### src/rtl/slice_flip_pkg.sv
package slice_flip_pkg;
  typedef enum logic {EN_SRC_PIN = 1'b0, EN_SRC_SHARED = 1'b1} en_src_e;
endpackage

### src/rtl/sfd_index_shifter.sv
module sfd_index_shifter #(
  parameter int IDX_W = 3
) (
  input  logic             clk,
  input  logic             rst,
  input  logic             bit_in,
  output logic [IDX_W-1:0] idx_next,
  output logic [IDX_W-1:0] idx_q
);
  assign idx_next = {bit_in, idx_q[IDX_W-1:1]};

  always_ff @(posedge clk) begin
    if (rst) idx_q <= '0;
    else     idx_q <= idx_next;
  end

  AST_NEW_BIT_AT_TOP: assert property (@(posedge clk) disable iff (rst)
    !$past(rst) |-> idx_q[IDX_W-1] == $past(bit_in));
  AST_OLD_BITS_MOVE_DOWN: assert property (@(posedge clk) disable iff (rst)
    !$past(rst) |-> idx_q[IDX_W-2:0] == $past(idx_q[IDX_W-1:1]));
endmodule

### src/rtl/sfd_flip_decoder.sv
module sfd_flip_decoder #(
  parameter int SLICE_W = 8,
  localparam int IDX_W = $clog2(SLICE_W)
) (
  input  logic               clk,
  input  logic               rst,
  input  logic [IDX_W-1:0]   idx,
  output logic [SLICE_W-1:0] mask
);
  for (genvar i = 0; i < SLICE_W; i++) begin : g_dec
    assign mask[i] = (idx == IDX_W'(i));
  end

  AST_MASK_ONE_HOT: assert property (@(posedge clk) disable iff (rst)
    $countones(mask) == 1);
endmodule

### src/rtl/sfd_slice_store.sv
module sfd_slice_store #(
  parameter int SLICE_W = 8
) (
  input  logic               clk,
  input  logic               rst,
  input  logic               flip_req,
  input  logic               load,
  input  logic [SLICE_W-1:0] mask,
  output logic [SLICE_W-1:0] slice_out,
  output logic               slice_valid
);
  logic [SLICE_W-1:0] slice_q;
  logic               do_flip;

  assign do_flip = flip_req && !load;

  always_ff @(posedge clk) begin
    if (rst) begin
      slice_q     <= '0;
      slice_out   <= '0;
      slice_valid <= 1'b0;
    end else begin
      if (do_flip) slice_q <= slice_q ^ mask;
      if (load) slice_out <= slice_q;
      slice_valid <= load;
    end
  end

  AST_HOLD_NO_ENABLE: assert property (@(posedge clk) disable iff (rst)
    !flip_req |=> $stable(slice_q));
  AST_HOLD_DURING_LOAD: assert property (@(posedge clk) disable iff (rst)
    load |=> $stable(slice_q));
  AST_SINGLE_BIT_FLIP: assert property (@(posedge clk) disable iff (rst)
    (flip_req && !load) |=> $countones(slice_q ^ $past(slice_q)) == 1);
  AST_VALID_AFTER_LOAD: assert property (@(posedge clk) disable iff (rst)
    load |=> slice_valid);
  AST_NO_VALID_UNLOADED: assert property (@(posedge clk) disable iff (rst)
    !load |=> !slice_valid);
endmodule

### src/rtl/slice_flip_decomp.sv
module slice_flip_decomp
  import slice_flip_pkg::*;
#(
  parameter int SLICE_W = 8,
  localparam int IDX_W = $clog2(SLICE_W)
) (
  input  logic               clk,
  input  logic               rst,
  input  logic               scan_in,
  input  logic               flip_en,
  input  logic               shared_en,
  input  logic               en_src_shared,
  input  logic               load_slice,
  output logic [SLICE_W-1:0] slice_out,
  output logic               slice_valid
);
  logic [IDX_W-1:0]   idx_next;
  logic [IDX_W-1:0]   idx_q;
  logic [SLICE_W-1:0] mask;
  logic               flip_req;
  en_src_e            en_src;

  assign en_src   = en_src_e'(en_src_shared);
  assign flip_req = (en_src == EN_SRC_SHARED) ? shared_en : flip_en;

  sfd_index_shifter #(.IDX_W(IDX_W)) u_shift (
    .clk(clk), .rst(rst), .bit_in(scan_in),
    .idx_next(idx_next), .idx_q(idx_q)
  );

  sfd_flip_decoder #(.SLICE_W(SLICE_W)) u_dec (
    .clk(clk), .rst(rst), .idx(idx_next), .mask(mask)
  );

  sfd_slice_store #(.SLICE_W(SLICE_W)) u_store (
    .clk(clk), .rst(rst), .flip_req(flip_req), .load(load_slice),
    .mask(mask), .slice_out(slice_out), .slice_valid(slice_valid)
  );

  AST_UNSELECTED_PIN_IGNORED: assert property (@(posedge clk) disable iff (rst)
    (en_src_shared && !shared_en) |=> !$changed(u_store.slice_q));
endmodule

### config.mk
export PLATFORM = sky130hd
export DESIGN_NAME = slice_flip_decomp
export DESIGN_NICKNAME = d
export VERILOG_FILES = /design/src/rtl/slice_flip_pkg.sv /design/src/rtl/sfd_index_shifter.sv /design/src/rtl/sfd_flip_decoder.sv /design/src/rtl/sfd_slice_store.sv /design/src/rtl/slice_flip_decomp.sv
export SDC_FILE = /design/constraint.sdc
export NUM_CORES = 1
export LEC_CHECK = 0
export BUFFER_PORTS_ARGS = -buffer_cell sky130_fd_sc_hd__buf_2
export CAP_MARGIN = 20
export CELL_PAD_IN_SITES_DETAIL_PLACEMENT = 0
export CELL_PAD_IN_SITES_GLOBAL_PLACEMENT = 1
export CORE_AREA = 4 4 50 52
export CTS_CLUSTER_DIAMETER = 30
export CTS_CLUSTER_SIZE = 12
export DETAILED_ROUTE_END_ITERATION = 6
export DIE_AREA = 0 0 54 56
export PLACE_DENSITY = 0.8
export SYNTH_ARGS = -nofsm -noshare
export SYNTH_HDL_FRONTEND = slang
export SYNTH_SLANG_ARGS = --single-unit
### constraint.sdc
create_clock -name clk -period 1.6 [get_ports clk]
set_input_delay 0.32 -clock clk [delete_from_list [all_inputs] [get_ports clk]]
set_output_delay 0.32 -clock clk [all_outputs]
set_load 0.05 [all_outputs]
## After elaboration in Yosys (flattened, before gate mapping)

Cells that the tools add are included.
W data, S select, Z words.

| cells by class | value |
|---|---|
| bitwise operators | 1 |
| equality and inequality tests | 7 |
| reduce and logical (&&, ||, !) cells | 3 |
| muxes and demuxes | 1 |

Operator list:

| cell | count |
|---|---|
| $eq A3 B3 Y1 const B | 4 |
| $xor A8 B8 Y8 | 1 |
| $eq A3 B2 Y1 const B | 2 |
| $eq A3 B1 Y1 const B | 1 |
| $logic_not A3 Y1 | 1 |
| $logic_and A1 B1 Y1 | 1 |
| $logic_not A1 Y1 | 1 |
| $mux W1 | 1 |

| word-level totals | value |
|---|---|
| logic and storage cells | 16 |
| output and inout port bits | 9 |
| register bits after elaboration | 20 |
| bits of input ports | 7 |

## Longest topological paths before layout

| logic depth | value |
|---|---|
| word-level depth | 2 |
| mapped depth | 4 |
| depth with buffers taken out | 3 |

## Modules after synthesis

From an unflattened synthesis, not the netlist that was laid out.

| second synthesis, totals | value |
|---|---|
| cells, all modules | 88 |
| area, all modules | 919.6 um2 |

By module, submodules not included:

| module | seq. area each (um2) | area an instance (um2) | cells an instance | instances |
|---|---|---|---|---|
| sfd_slice_store | 340.3 | 738.2 | 70 | 1 |
| sfd_index_shifter | 60.1 | 101.3 | 9 | 1 |
| sfd_flip_decoder | 0.0 | 65.1 | 8 | 1 |
| slice_flip_decomp | 0.0 | 15.0 | 1 | 1 |

## Worst setup path after synthesis

Ideal clock, no wire load.

| timing path | value |
|---|---|
| kind | input port to flip-flop |
| start point | input port load_slice |
| end point | register u_store.slice_q[0] |
| library setup time | 0.069 ns |
| setup slack | 0.232 ns |
| path buffers | 0 |
| stages | 3 |
| arrival | 1.299 ns |
| data required time | 1.531 ns |
| cells stage by stage | or4_1 > or4_1 > o21ai_1 |

| between the ends | value |
|---|---|
| cells in the longest elaborated chain, start to end | 2 |

RTL lines:

| item | line | text |
|---|---|---|
| from (decl) | slice_flip_decomp.sv:13 | `input logic load_slice,` |
| $logic_not A1 Y1 | sfd_slice_store.sv:15 | `assign do_flip = flip_req && !load;` |
| $logic_and A1 B1 Y1 | sfd_slice_store.sv:15 |  |
| to (signal assigned) | sfd_slice_store.sv:23 | `if (do_flip) slice_q <= slice_q ^ mask;` |
| to (decl) | sfd_slice_store.sv:12 | `logic [SLICE_W-1:0] slice_q;` |

No other way between the ends.
A chain may end at the register's enable or synchronous reset.

## Worst setup path after layout

| timing path | value |
|---|---|
| start point | register u_shift.idx_q[2] |
| end point | register u_store.slice_q[0] |

| between the ends | value |
|---|---|
| cells in the longest elaborated chain, start to end | 2 |

RTL lines:

| item | line | text |
|---|---|---|
| from (decl) | sfd_index_shifter.sv:8 | `output logic [IDX_W-1:0] idx_q` |
| from (signal assigned) | sfd_index_shifter.sv:14 | `else idx_q <= idx_next;` |
| $logic_not A3 Y1 | sfd_flip_decoder.sv:11 | `assign mask[i] = (idx == IDX_W'(i));` |
| $xor A8 B8 Y8 | sfd_slice_store.sv:23 |  |

No other way between the ends.

==> results.sh <==
export IMPL_grt_pass1_wl_um=2480
export IMPL_cts_sinks=19
export IMPL_skew_ns=0.00680
export IMPL_path_class="register to register"
export IMPL_drc=0
export IMPL_worst_hold_slack_ns=0.322
export IMPL_worst_endpoint_required_time_ns=1.83
export IMPL_path_buf_inv=0
export IMPL_path_delay_family="simple AND/OR/NAND/NOR gates"
export IMPL_dieWidth_um=54
export IMPL_htree_levels=1
export IMPL_cts_repair_timing_setup_buffer_count=0
export IMPL_ys_warnings_count=0
export IMPL_total_neg_setup_slack_ns=0
export IMPL_detail_route_antenna_nets=0
export IMPL_routed_via_density=4.77
export IMPL_reg_clk_slew_reported_paths_ns=0.11
export IMPL_ys_async_sr_fraction_pct=0
export IMPL_layout_worst_path_cycle_share_pct=88.7
export IMPL_detailedPlace_worstSlack_ns=0.0550
export IMPL_worstSetupStartpointType="register"
export IMPL_netlist_top_cells_area="dfxtp_1, mux2i_1, nor2_1"
export IMPL_avgRoutedWirePerCell_um=11.3
export IMPL_cts_inserted_buffers=3
export IMPL_delay_contributed_by_the_slowest_stage_of_the_critical_path_ns=0.50
export IMPL_critical_path_slowest_cell="or4_1"
export IMPL_ys_top_cells_by_count="dfxtp_1, nor2_1, mux2i_1, nor2b_1"
export IMPL_multi_input_area_um2=368
export IMPL_dominantRegCellSynth="dfxtp_1"
export IMPL_insertedDiodeCount=0
export IMPL_design_die_area_um2=3020
export IMPL_post_route_min_period_ns=1.42
export IMPL_clockBufferDepth=2
export IMPL_report_final_setup_viol=0
export IMPL_final_core_utilization_pct=43.1
export IMPL_critical_path_top_cell_by_count="or4_1"
export IMPL_slew_limit_fails=0
export IMPL_fillCellCount=217
export IMPL_maxCapViolCount=0
export IMPL_slew_headroom_pct=73.5
export IMPL_final_hold_viol_count=0
export IMPL_post_cts_resized=0
export IMPL_peakVddDrop_v=0.000333
export IMPL_worst_slew_pin_slew_ns=0.397
export IMPL_first_global_vias=602
export IMPL_grt_util_all_layers_pct=10.7
export IMPL_ys_seq_area_share_pct=49.7
export IMPL_grt_start_max_net_pins=26
export IMPL_clkLatencyLatePin_ns=0.29
export IMPL_area_added_between_synthesis_and_finish_pct=18.5
export IMPL_power_leakage_uw=0.000400
export IMPL_cts_tree="built"
export IMPL_drt_initial_drc_count=11
export IMPL_timing_critical_path_to_type="register"
export IMPL_hold_path_class="primary input to register"
export IMPL_avgSynthCellArea_um2=9.82
export IMPL_flip_flop_and_latch_count_after_synthesis=19
export IMPL_postSynthNetCount=85
export IMPL_die_h_um=56
export IMPL_final_nets=104
export IMPL_post_route_cells_drive_above_1_share_pct=26.0
export IMPL_global_route_overflow=0
export IMPL_buffer_ports_inserted=15
export IMPL_drt_wl_total_um=1400
export IMPL_floorplan_initialDensity_pct=36.4
export IMPL_globalplace_congestion=0.688
export IMPL_post_dp_hpwl_um=971
export IMPL_run_status="finished clean"
export IMPL_area_sequential_um2=380
export IMPL_fp_coreArea_um2=2110
export IMPL_synth_most_common_cell="dfxtp_1"
export IMPL_synth_enable_flop_cells=0
export IMPL_routed_via_count=591
export IMPL_post_synth_inst_count=78
export IMPL_io_pins=16
export IMPL_rsz_0062_raised_after_global_routing="no"
export IMPL_yosysTopAreaCell="dfxtp_1"
export IMPL_post_cts_hold_fix_bufs=0
export IMPL_arrival_ns=1.65
export IMPL_yosysTopAreaCellShare_pct=49.7
export IMPL_cp_max_fo=6
export IMPL_initial_antenna_violation_count=0
export IMPL_syn_cell_area_um2=766
export IMPL_std_cell_rows=17
export IMPL_setup_slack_ns=0.181
export IMPL_power_density_nw_per_um2=889
export IMPL_critical_path_cell_chain="or4_1 -> or4_1 -> o21ai_1"
export IMPL_synth_cell_type_count=17
export IMPL_clock_root_buffer="clkbuf_4"
export IMPL_timing_fmax_mhz=705
export IMPL_pre_antenna_drt_iters=4
per-stage QoR:
step                cell area [um2]  total power (uW)  instances
detailed placement              881               580        120
CTS                             907               816        124
global route                    907               842        124
global placement                881               579        120
finish                          907               807        124
floorplan                       766               553         78
cells in the final DEF (no fill, tap or decap):
master / count
or4_1: 4
clkbuf_1: 1
nor2_1: 14
nor4_1: 4
nor3_1: 1
nand2b_1: 4
clkbuf_4: 3
mux2_2: 4
o31ai_1: 2
a21oi_1: 2
dfxtp_1: 19
buf_4: 3
mux2_1: 1
nor2b_1: 8
mux2i_1: 9
nand2_1: 1
buf_2: 15
o21ai_1: 1
power by group:
| group | switching, uW | internal [uW] | total (uW) |
|---|---|---|---|
| sequential | 7.62 | 483 | 491 |
| combinational | 47.7 | 31.1 | 78.7 |
| clock | 141 | 96.7 | 237 |
| total | 196 | 611 | 807 |
routing by layer:
layer  up-vias  part of all wire, %  track usage, %
met2         9                   48            17.1
met1       272                   47            13.2
li1        308                    -               -
met3         2                  4.2            2.41
met5         -                    0               0
met4         0                 0.50            4.98
cell type report:
| class | instances | area share [%] |
|---|---|---|
| Clock buffer | 4 | 2.90 |
| Multi-Input combinational cell | 55 | 40.6 |
| Tap cell | 28 | 3.86 |
| Timing Repair Buffer | 18 | 10.8 |
| Sequential cell | 19 | 41.9 |
cells by family after synthesis:
logic type,Yosys count,share of synthesized area (%)
DFF,19,49.7
and+or+nand+nor,36,25.0
buffers and inverters,4,2.29
AOI/OAI and AO/OA,5,3.92
muxes,14,19.1
final timing paths:
kind	from	slack, ns	endpoint	depth (start not counted)
min reg2reg	u_store.slice_q[0]$_SDFFE_PP0P_	0.49	u_store.slice_q[0]$_SDFFE_PP0P_	2
min	scan_in	0.32	u_shift.idx_q[2]$_SDFF_PP0_	2
max	u_shift.idx_q[2]$_SDFF_PP0_	0.18	u_store.slice_q[0]$_SDFFE_PP0P_	3
max reg2reg	u_shift.idx_q[2]$_SDFF_PP0_	0.18	u_store.slice_q[0]$_SDFFE_PP0P_	3
registers in the layout (all words and copies together), names as in the netlist:
signal / flops
u_store.slice_out: 8
u_store.slice_q: 8
u_store.slice_valid: 1
u_shift.idx_q: 2
(Power assumes the default switching activity.)
